===== src/rtl/jdc_pkg.sv =====
`timescale 1ns/1ps
package jdc_pkg;

  typedef enum logic {
    ENC_BIN = 1'b0,
    ENC_BCD = 1'b1
  } enc_e;

  // register update chosen at a clock edge
  typedef enum logic [1:0] {
    ACT_HOLD = 2'd0,
    ACT_DEC  = 2'd1,
    ACT_JAM  = 2'd2,
    ACT_TOP  = 2'd3
  } act_e;

  // source of the visible count between edges
  typedef enum logic [1:0] {
    SRC_REG = 2'd0,
    SRC_JAM = 2'd1,
    SRC_TOP = 2'd2
  } src_e;

  // largest code for a given encoding and width (width up to 32)
  function automatic logic [31:0] top_code(enc_e enc, int width);
    logic [31:0] v;
    v = '0;
    if (enc == ENC_BIN) begin
      for (int i = 0; i < width; i++) v[i] = 1'b1;
    end else begin
      for (int d = 0; d < width / 4; d++) v = v | (32'h9 << (4 * d));
    end
    return v;
  endfunction

endpackage


===== src/rtl/jdc_ctrl.sv =====
`timescale 1ns/1ps
module jdc_ctrl
  import jdc_pkg::*;
(
  input  logic rst,
  input  logic clr_n,
  input  logic apre_n,
  input  logic spre_n,
  input  logic ci_n,
  output act_e act_o,
  output src_e src_o
);

  // edge action, highest priority first
  always_comb begin
    if (rst || !clr_n)            act_o = ACT_TOP;
    else if (!apre_n || !spre_n)  act_o = ACT_JAM;
    else if (!ci_n)               act_o = ACT_DEC;
    else                          act_o = ACT_HOLD;
  end

  // immediate override of the visible count
  always_comb begin
    if (!clr_n)       src_o = SRC_TOP;
    else if (!apre_n) src_o = SRC_JAM;
    else              src_o = SRC_REG;
  end

endmodule


===== src/rtl/jdc_digit.sv =====
`timescale 1ns/1ps
module jdc_digit (
  input  logic [3:0] d_i,
  input  logic       b_i,
  output logic [3:0] d_o,
  output logic       b_o
);

  always_comb begin
    if (!b_i) begin
      d_o = d_i;
      b_o = 1'b0;
    end else if (d_i == 4'd0) begin
      d_o = 4'd9;
      b_o = 1'b1;
    end else begin
      d_o = d_i - 4'd1;
      b_o = 1'b0;
    end
  end

  // a valid decimal digit stays a valid decimal digit
  always_comb begin
    if (d_i <= 4'd9) begin
      a_r11_digit_range: assert (d_o <= 4'd9);
    end
  end

endmodule


===== src/rtl/jdc_decr.sv =====
`timescale 1ns/1ps
module jdc_decr
  import jdc_pkg::*;
#(
  parameter int   WIDTH = 8,
  parameter enc_e ENC   = ENC_BIN
) (
  input  logic [WIDTH-1:0] val_i,
  output logic [WIDTH-1:0] dec_o,
  output logic             wrap_o
);

  localparam int DIGITS = WIDTH / 4;

  generate
    if (ENC == ENC_BIN) begin : g_bin
      assign dec_o  = val_i - WIDTH'(1);
      assign wrap_o = (val_i == '0);
    end else begin : g_bcd
      logic [DIGITS:0] brw;
      assign brw[0] = 1'b1;
      for (genvar d = 0; d < DIGITS; d++) begin : g_dig
        jdc_digit u_digit (
          .d_i (val_i[4*d +: 4]),
          .b_i (brw[d]),
          .d_o (dec_o[4*d +: 4]),
          .b_o (brw[d+1])
        );
      end
      assign wrap_o = brw[DIGITS];
    end
  endgenerate

endmodule


===== src/rtl/jdc_zero.sv =====
`timescale 1ns/1ps
module jdc_zero #(
  parameter int WIDTH = 8
) (
  input  logic [WIDTH-1:0] val_i,
  input  logic             ci_n,
  output logic             zd_n
);

  assign zd_n = ~((val_i == '0) & ~ci_n);

endmodule


===== src/rtl/jam_down_counter.sv =====
`timescale 1ns/1ps
module jam_down_counter
  import jdc_pkg::*;
#(
  parameter int   WIDTH = 8,
  parameter enc_e ENC   = ENC_BIN
) (
  input  logic             clk,
  input  logic             rst,
  input  logic             ci_n,
  input  logic             spre_n,
  input  logic             apre_n,
  input  logic             clr_n,
  input  logic [WIDTH-1:0] jam_i,
  output logic             zd_n,
  output logic [WIDTH-1:0] count_o
);

  localparam logic [WIDTH-1:0] TOP_CODE = WIDTH'(top_code(ENC, WIDTH));

  act_e             act;
  src_e             src;
  logic [WIDTH-1:0] cnt_q;
  logic [WIDTH-1:0] dec_val;
  logic [WIDTH-1:0] view;
  logic             wrap;

  jdc_ctrl u_ctrl (
    .rst    (rst),
    .clr_n  (clr_n),
    .apre_n (apre_n),
    .spre_n (spre_n),
    .ci_n   (ci_n),
    .act_o  (act),
    .src_o  (src)
  );

  jdc_decr #(.WIDTH(WIDTH), .ENC(ENC)) u_decr (
    .val_i  (cnt_q),
    .dec_o  (dec_val),
    .wrap_o (wrap)
  );

  // forced values are captured on each edge while held, so they persist
  always_ff @(posedge clk) begin
    case (act)
      ACT_TOP: cnt_q <= TOP_CODE;
      ACT_JAM: cnt_q <= jam_i;
      ACT_DEC: cnt_q <= dec_val;
      default: cnt_q <= cnt_q;
    endcase
  end

  always_comb begin
    case (src)
      SRC_TOP: view = TOP_CODE;
      SRC_JAM: view = jam_i;
      default: view = cnt_q;
    endcase
  end

  assign count_o = view;

  jdc_zero #(.WIDTH(WIDTH)) u_zero (
    .val_i (view),
    .ci_n  (ci_n),
    .zd_n  (zd_n)
  );

  logic idle;
  assign idle = spre_n && apre_n && clr_n;

  a_r1_reset_top: assert property (@(posedge clk)
    rst |=> (!apre_n || count_o == TOP_CODE));

  a_r3_hold: assert property (@(posedge clk) disable iff (rst)
    (idle && ci_n) |=> (!clr_n || !apre_n || $stable(count_o)));

  a_r4_enable_blocks_flag: assert property (@(posedge clk) disable iff (rst)
    ci_n |-> zd_n);

  a_r5_wrap: assert property (@(posedge clk) disable iff (rst)
    (idle && !ci_n && count_o == '0) |=>
      (!clr_n || !apre_n || (count_o == TOP_CODE && $past(wrap))));

  a_r6_sync_load: assert property (@(posedge clk) disable iff (rst)
    (!spre_n && apre_n && clr_n) |=>
      (!clr_n || !apre_n || count_o == $past(jam_i)));

  a_r7_async_load: assert property (@(posedge clk) disable iff (rst)
    (!apre_n && clr_n) |-> (count_o == jam_i));

  a_r8_clear: assert property (@(posedge clk) disable iff (rst)
    !clr_n |-> (count_o == TOP_CODE && zd_n));

  a_r13_one_period: assert property (@(posedge clk) disable iff (rst)
    (!zd_n && idle) |=> (!apre_n || zd_n));

  generate
    if (ENC == ENC_BIN) begin : g_chk_bin
      a_r2_step: assert property (@(posedge clk) disable iff (rst)
        (idle && !ci_n) |=>
          (!clr_n || !apre_n || count_o == $past(count_o) - WIDTH'(1)));
    end
  endgenerate

endmodule


===== config.mk =====
export PLATFORM = sky130hd
export DESIGN_NAME = jam_down_counter
export DESIGN_NICKNAME = d
export VERILOG_FILES = /design/src/rtl/jdc_pkg.sv /design/src/rtl/jdc_ctrl.sv /design/src/rtl/jdc_digit.sv /design/src/rtl/jdc_decr.sv /design/src/rtl/jdc_zero.sv /design/src/rtl/jam_down_counter.sv
export SDC_FILE = /design/constraint.sdc
export NUM_CORES = 1
export LEC_CHECK = 0
export CAP_MARGIN = 20
export CORE_AREA = 2 2 46 48
export DETAILED_ROUTE_END_ITERATION = 10
export DIE_AREA = 0 0 48 50
export PLACE_DENSITY = 0.7
export SLEW_MARGIN = 40
export SYNTH_ARGS = -nofsm -noshare
export SYNTH_HDL_FRONTEND = slang
export SYNTH_SLANG_ARGS = --single-unit

===== constraint.sdc =====
create_clock -name clk -period 2.1 [get_ports clk]
set_input_delay 0.525 -clock clk [delete_from_list [all_inputs] [get_ports clk]]
set_output_delay 0.525 -clock clk [all_outputs]
set_load 0.02 [all_outputs]

=== After elaboration in Yosys (flattened, before gate mapping) ===
Index checks and enable logic that the tools add are counted.
W data, S select, Z words.

* Logic and storage cells: 24
* Output and inout port bits: 9
* Register bits after elaboration: 8

* Bitwise logic cells: 3
* Reductions and logical operators: 7
* Add/subtract/negate cells: 1
* Equality and inequality tests: 5
* Mux-type cells: 7

{| class="wikitable"
|+ Operators by type and width
! operator !! number
|-
| $pmux W8 S3 || 1
|-
| $pmux W8 S2 || 1
|-
| $logic_not A8 Y1 || 1
|-
| $sub A8 B1 Y8 const B || 1
|-
| $eq A2 B2 Y1 const B || 3
|-
| $mux W2 || 3
|-
| $eq A2 B1 Y1 const B || 2
|-
| $logic_not A1 Y1 || 3
|-
| $reduce_bool A3 Y1 || 1
|-
| $logic_or A1 B1 Y1 || 2
|-
| $mux W1 || 2
|-
| $not A1 Y1 || 2
|-
| $and A1 B1 Y1 || 1
|}

=== Depth between registers and ports, before layout ===
* Word-level depth: 7
* Mapped depth: 9
* Gate-level depth less buffers: 7

=== Cells and area by module ===
Synthesis repeated with hierarchy kept, for this count alone.

* Cells, all modules: 94
* Area, all modules: 785.8 µm²

{| class="wikitable"
|+ Modules (own cells, without submodules)
! module !! sequential area each (µm²) !! times used !! cells an instance !! area each (µm²)
|-
| jam_down_counter || 240.2 || 1 || 63 || 566.8
|-
| jdc_decr || 0.0 || 1 || 21 || 155.1
|-
| jdc_ctrl || 0.0 || 1 || 6 || 43.8
|-
| jdc_zero || 0.0 || 1 || 4 || 20.0
|}

=== Worst setup path before layout ===
Ideal clock, no wire load.

* Kind: input port to flip-flop
* From: input port clr_n
* To: register cnt_q[0] (data pin)
* Data required time: 1.839 ns
* Buffers on the path: 2
* Arrival time: 1.869 ns
* Library setup time: 0.261 ns
* Path slack: -0.029 ns
* Stages: 7
* Cells stage by stage: clkbuf_1 > nor2b_1 > o21a_1 > inv_1 > ha_1 > clkbuf_1 > a221o_1

* Cells in the longest elaborated chain, start to end: 5
* Elaborated cells on any way between the ends: 7

{| class="wikitable"
|+ RTL lines
! item !! RTL line !! source
|-
| from (decl) || jam_down_counter.sv:13 || <nowiki>input logic clr_n,</nowiki>
|-
| $logic_not A1 Y1 (*) || -- ||
|-
| $logic_or A1 B1 Y1 (*) || jdc_ctrl.sv:16 || <nowiki>if (rst || !clr_n) act_o = ACT_TOP;</nowiki>
|-
| $mux W2 (*) || jdc_ctrl.sv:16 ||
|-
| $eq A2 B1 Y1 or $eq A2 B2 Y1 (tied branches) || jam_down_counter.sv:46 || <nowiki>case (act)</nowiki>
|-
| $pmux W8 S3 (*) || jam_down_counter.sv:46 ||
|-
| to (signal assigned) || jam_down_counter.sv:48 || <nowiki>ACT_JAM: cnt_q <= jam_i;</nowiki>
|-
| to (signal assigned) || jam_down_counter.sv:49 || <nowiki>ACT_DEC: cnt_q <= dec_val;</nowiki>
|-
| to (signal assigned) || jam_down_counter.sv:50 || <nowiki>default: cnt_q <= cnt_q;</nowiki>
|-
| to (decl) || jam_down_counter.sv:23 || <nowiki>logic [WIDTH-1:0] cnt_q;</nowiki>
|}

Mark *: on every way between the ends. The rest lies on a longest branch, timed or not.
A chain may end at the register's enable or synchronous reset.

=== Final worst setup path ===
* From: input port jam_i[5]
* To: output port zd_n

* Cells in the longest elaborated chain, start to end: 4

{| class="wikitable"
|+ RTL lines
! item !! RTL line !! source
|-
| from (decl) || jam_down_counter.sv:14 || <nowiki>input logic [WIDTH-1:0] jam_i,</nowiki>
|-
| $pmux W8 S2 || jam_down_counter.sv:55 || <nowiki>case (src)</nowiki>
|-
| $logic_not A8 Y1 || jdc_zero.sv:10 || <nowiki>assign zd_n = ~((val_i == '0) & ~ci_n);</nowiki>
|-
| $and A1 B1 Y1 || jdc_zero.sv:10 ||
|-
| $not A1 Y1 || jdc_zero.sv:10 ||
|-
| to (decl) || jam_down_counter.sv:15 || <nowiki>output logic zd_n,</nowiki>
|}

Every way passes these cells.

==> impl_metrics.ini <==
[sta]
layout_setup_ws_ps = -128
slew_headroom_pct = 68.4
fin_skew_ps = 3.96
period_needed_ps = 2230
finalHoldViolations = 0
fmax_ghz = 0.449
fin_crit_sh_pct = 106
drv_slew = 0
tightest_slew_ps = 469
setup_viol = 1
rsz0062_at_grt = true

[synthesis]
synth_nets = 94
ys_top_cells_by_area = edfxtp_1 34%, mux2i_1 11%, a221o_1 7.0%
synth_warnings = 0
syn_avg_cell_area_um2 = 9.42
yosysTopAreaCell = edfxtp_1
ys_ff_latch = 8
ys_types = 25
ys_seq_area_share_pct = 33.6
syn_inst = 76
synth_top_area_share_pct = 33.6
syn_area_um2 = 716

[finish]
largest-register = cnt_q
area_growth_pct = 67.7
n_antenna_cell = 0
final_cell_mix = 21 x buf_4, 12 x nand2_1, 9 x dlygate4sd2_1, 8 x mux2i_1, 8 x edfxtp_1
fill_cells = 157
final_net_count = 140
reg_top3 = cnt_q (8)
mostFrequentLayoutCell = buf_4
fin_util_pct = 63.1
largest_register_ffs = 8
drive_gt1_share_pct = 33.3
fin_cells = 147

[detailed_routing]
viasPerCell = 5.33
wl_per_cell_um = 15.1
drc = 0
drtIter0Drc = 45
first_pass_iters = 4
num_vias = 784
routed_wl_mm = 2.22
detail-route-antenna-nets = 0

[placement]
hpwl_mm = 1.63
dp.cells = 141
port_buffers = 22
place_congestion = 0.814

[hold_path]
min_to = cnt_q[3]
hold_start = jam_i[3]
hold_depth = 2
hold_class = primary input to register

[power_and_ir_drop]
clock_power_share_pct = 24.3
power.density_mw_per_mm2 = 417
p_leak_nw = 0.515
intPower_mw = 0.349
switchingPower_mw = 0.151
power_frac_seq_pct = 40.3
netSwitchingFraction_pct = 30.2
ir_worst_vdd_mv = 0.375
pwr-share-comb_pct = 35.4

[floorplan]
rows = 16
die_h_um = 50
core_mm2 = 0.00190
die_width_um = 48
die_area_mm2 = 0.00240
start_util_pct = 37.6
io_pins = 23

[cts]
clk_latency_ps = 260
clockRootBuffer = clkbuf_4
cts.sinks = 8
clockBufferDepth = 2
cts_tree = yes
cts.htree.levels = 1
ctsHoldBuffers = 0
clkTransAtPathRegs_ps = 60
cts-buffers-inserted = 3

[worst_setup_path]
worstReg2RegEnd = cnt_q[7]
end_kind = primary output
worstRegToRegCells = 5
start_kind = primary input
ff2ff_setup_slack_ps = 280
crit_required_ps = 1570
crit_type = primary input to primary output
cp_max_fo = 2
cp.arrival_ps = 1700
r2r_start = cnt_q[2]

[global_routing]
grt_usage_pct = 20.6
grt_overflow_total = 0
grt_pass1_wl_mm = 3.38
antenna_found_initial = 0
grt_start_max_net_pins = 12
grt_pass1_vias = 777

[outcome]
status = complete, but fails checks
violations = setup timing

[job]
max_cap_violations = 0
==> power by group through the flow <==
stage | clock network, mW | logic [mW] | registers, mW
floorplan | 0 | 0.0723 | 0.209
global route | 0.129 | 0.190 | 0.203
detailed placement | 0 | 0.176 | 0.203
global placement | 0 | 0.172 | 0.203
finish | 0.122 | 0.177 | 0.202
CTS | 0.123 | 0.174 | 0.201
==> stage by stage <==
step / setup WS, ps / setup TNS, ps / power, mW / cell area, µm² / hold slack, ps
global placement: -826 / -7650 / 0.375 / 1120 / 654
floorplan: 66.3 / 0 / 0.281 / 717 / 627
detailed placement: -888 / -8120 / 0.379 / 1120 / 708
global route: -200 / -200 / 0.523 / 1200 / 748
CTS: -133 / -133 / 0.498 / 1180 / 725
finish: -128 / -128 / 0.500 / 1200 / 746
==> cell families after synthesis <==
kind of cell	synth area share [%]
multiplexers	11.2
XOR/XNOR	2.45
flip-flops	33.6
AO/OA/AOI/OAI	16.4
adder cells (fa/ha/maj)	6.99
AND/OR/NAND/NOR	23.4
buffers and inverters	5.94
==> critical path, stage by stage <==
cell           delay [ps]
dlygate4sd2_1         250
or4_4                 530
nor4_4                150
o21ai_1                90
buf_4                 160
==> repair_timing <==
item | in CTS | in global routing
resized for setup | 43 | 3
pin swaps | 5 | 1
setup buffers | 0 | 2
endpoints found under the setup margin | 17 | 16
gates cloned | 1 | 0
==> cell type report <==
class	count	area [µm²]	share of cell area, %
inverter	7	26.3	2.19
tap	27	33.8	2.82
sequential	8	240	20.0
multi-input combinational	57	484	40.4
clock buffer	3	22.5	1.88
timing repair buffer	45	393	32.7
==> cell usage after synthesis <==
| master | instances |
|---|---|
| a21oi_1 | 3 |
| a221o_1 | 5 |
| and3_1 | 1 |
| buf_2 | 1 |
| clkbuf_1 | 3 |
| edfxtp_1 | 8 |
| ha_1 | 4 |
| inv_1 | 7 |
| mux2i_1 | 8 |
| nand2_1 | 12 |
| nand2b_1 | 2 |
| nand4b_1 | 2 |
| nor2b_1 | 2 |
| nor3b_1 | 1 |
| nor4_1 | 2 |
| nor4b_2 | 1 |
| o211ai_1 | 2 |
| o21a_1 | 1 |
| o21ai_1 | 1 |
| o311ai_1 | 2 |
| o31ai_1 | 1 |
| or3_1 | 2 |
| or4_1 | 2 |
| or4_4 | 1 |
| xor2_1 | 2 |
==> worst max-delay path by stage <==
stage	from	endpoint	slack (ps)	depth (start not counted)
after floorplan	clr_n	cnt_q[0]	70	7
after global placement	jam_i[3]	zd_n	-830	5
after detailed placement	jam_i[3]	zd_n	-890	5
after CTS	cnt_q[2]	zd_n	-130	4
after global routing	cnt_q[2]	zd_n	-200	4
final	jam_i[5]	zd_n	-130	5
==> metal layers <==
layer  GRT usage [%]  wire [µm]  up-vias  share of wire [%]
li1                -          -      379                  -
met1            24.3        899      368                 41
met2            35.1       1170       35                 53
met3            6.59        132        2                5.9
met4            4.50         18        0               0.81
met5               0          0        -                  0
(Power assumes the default switching activity.)
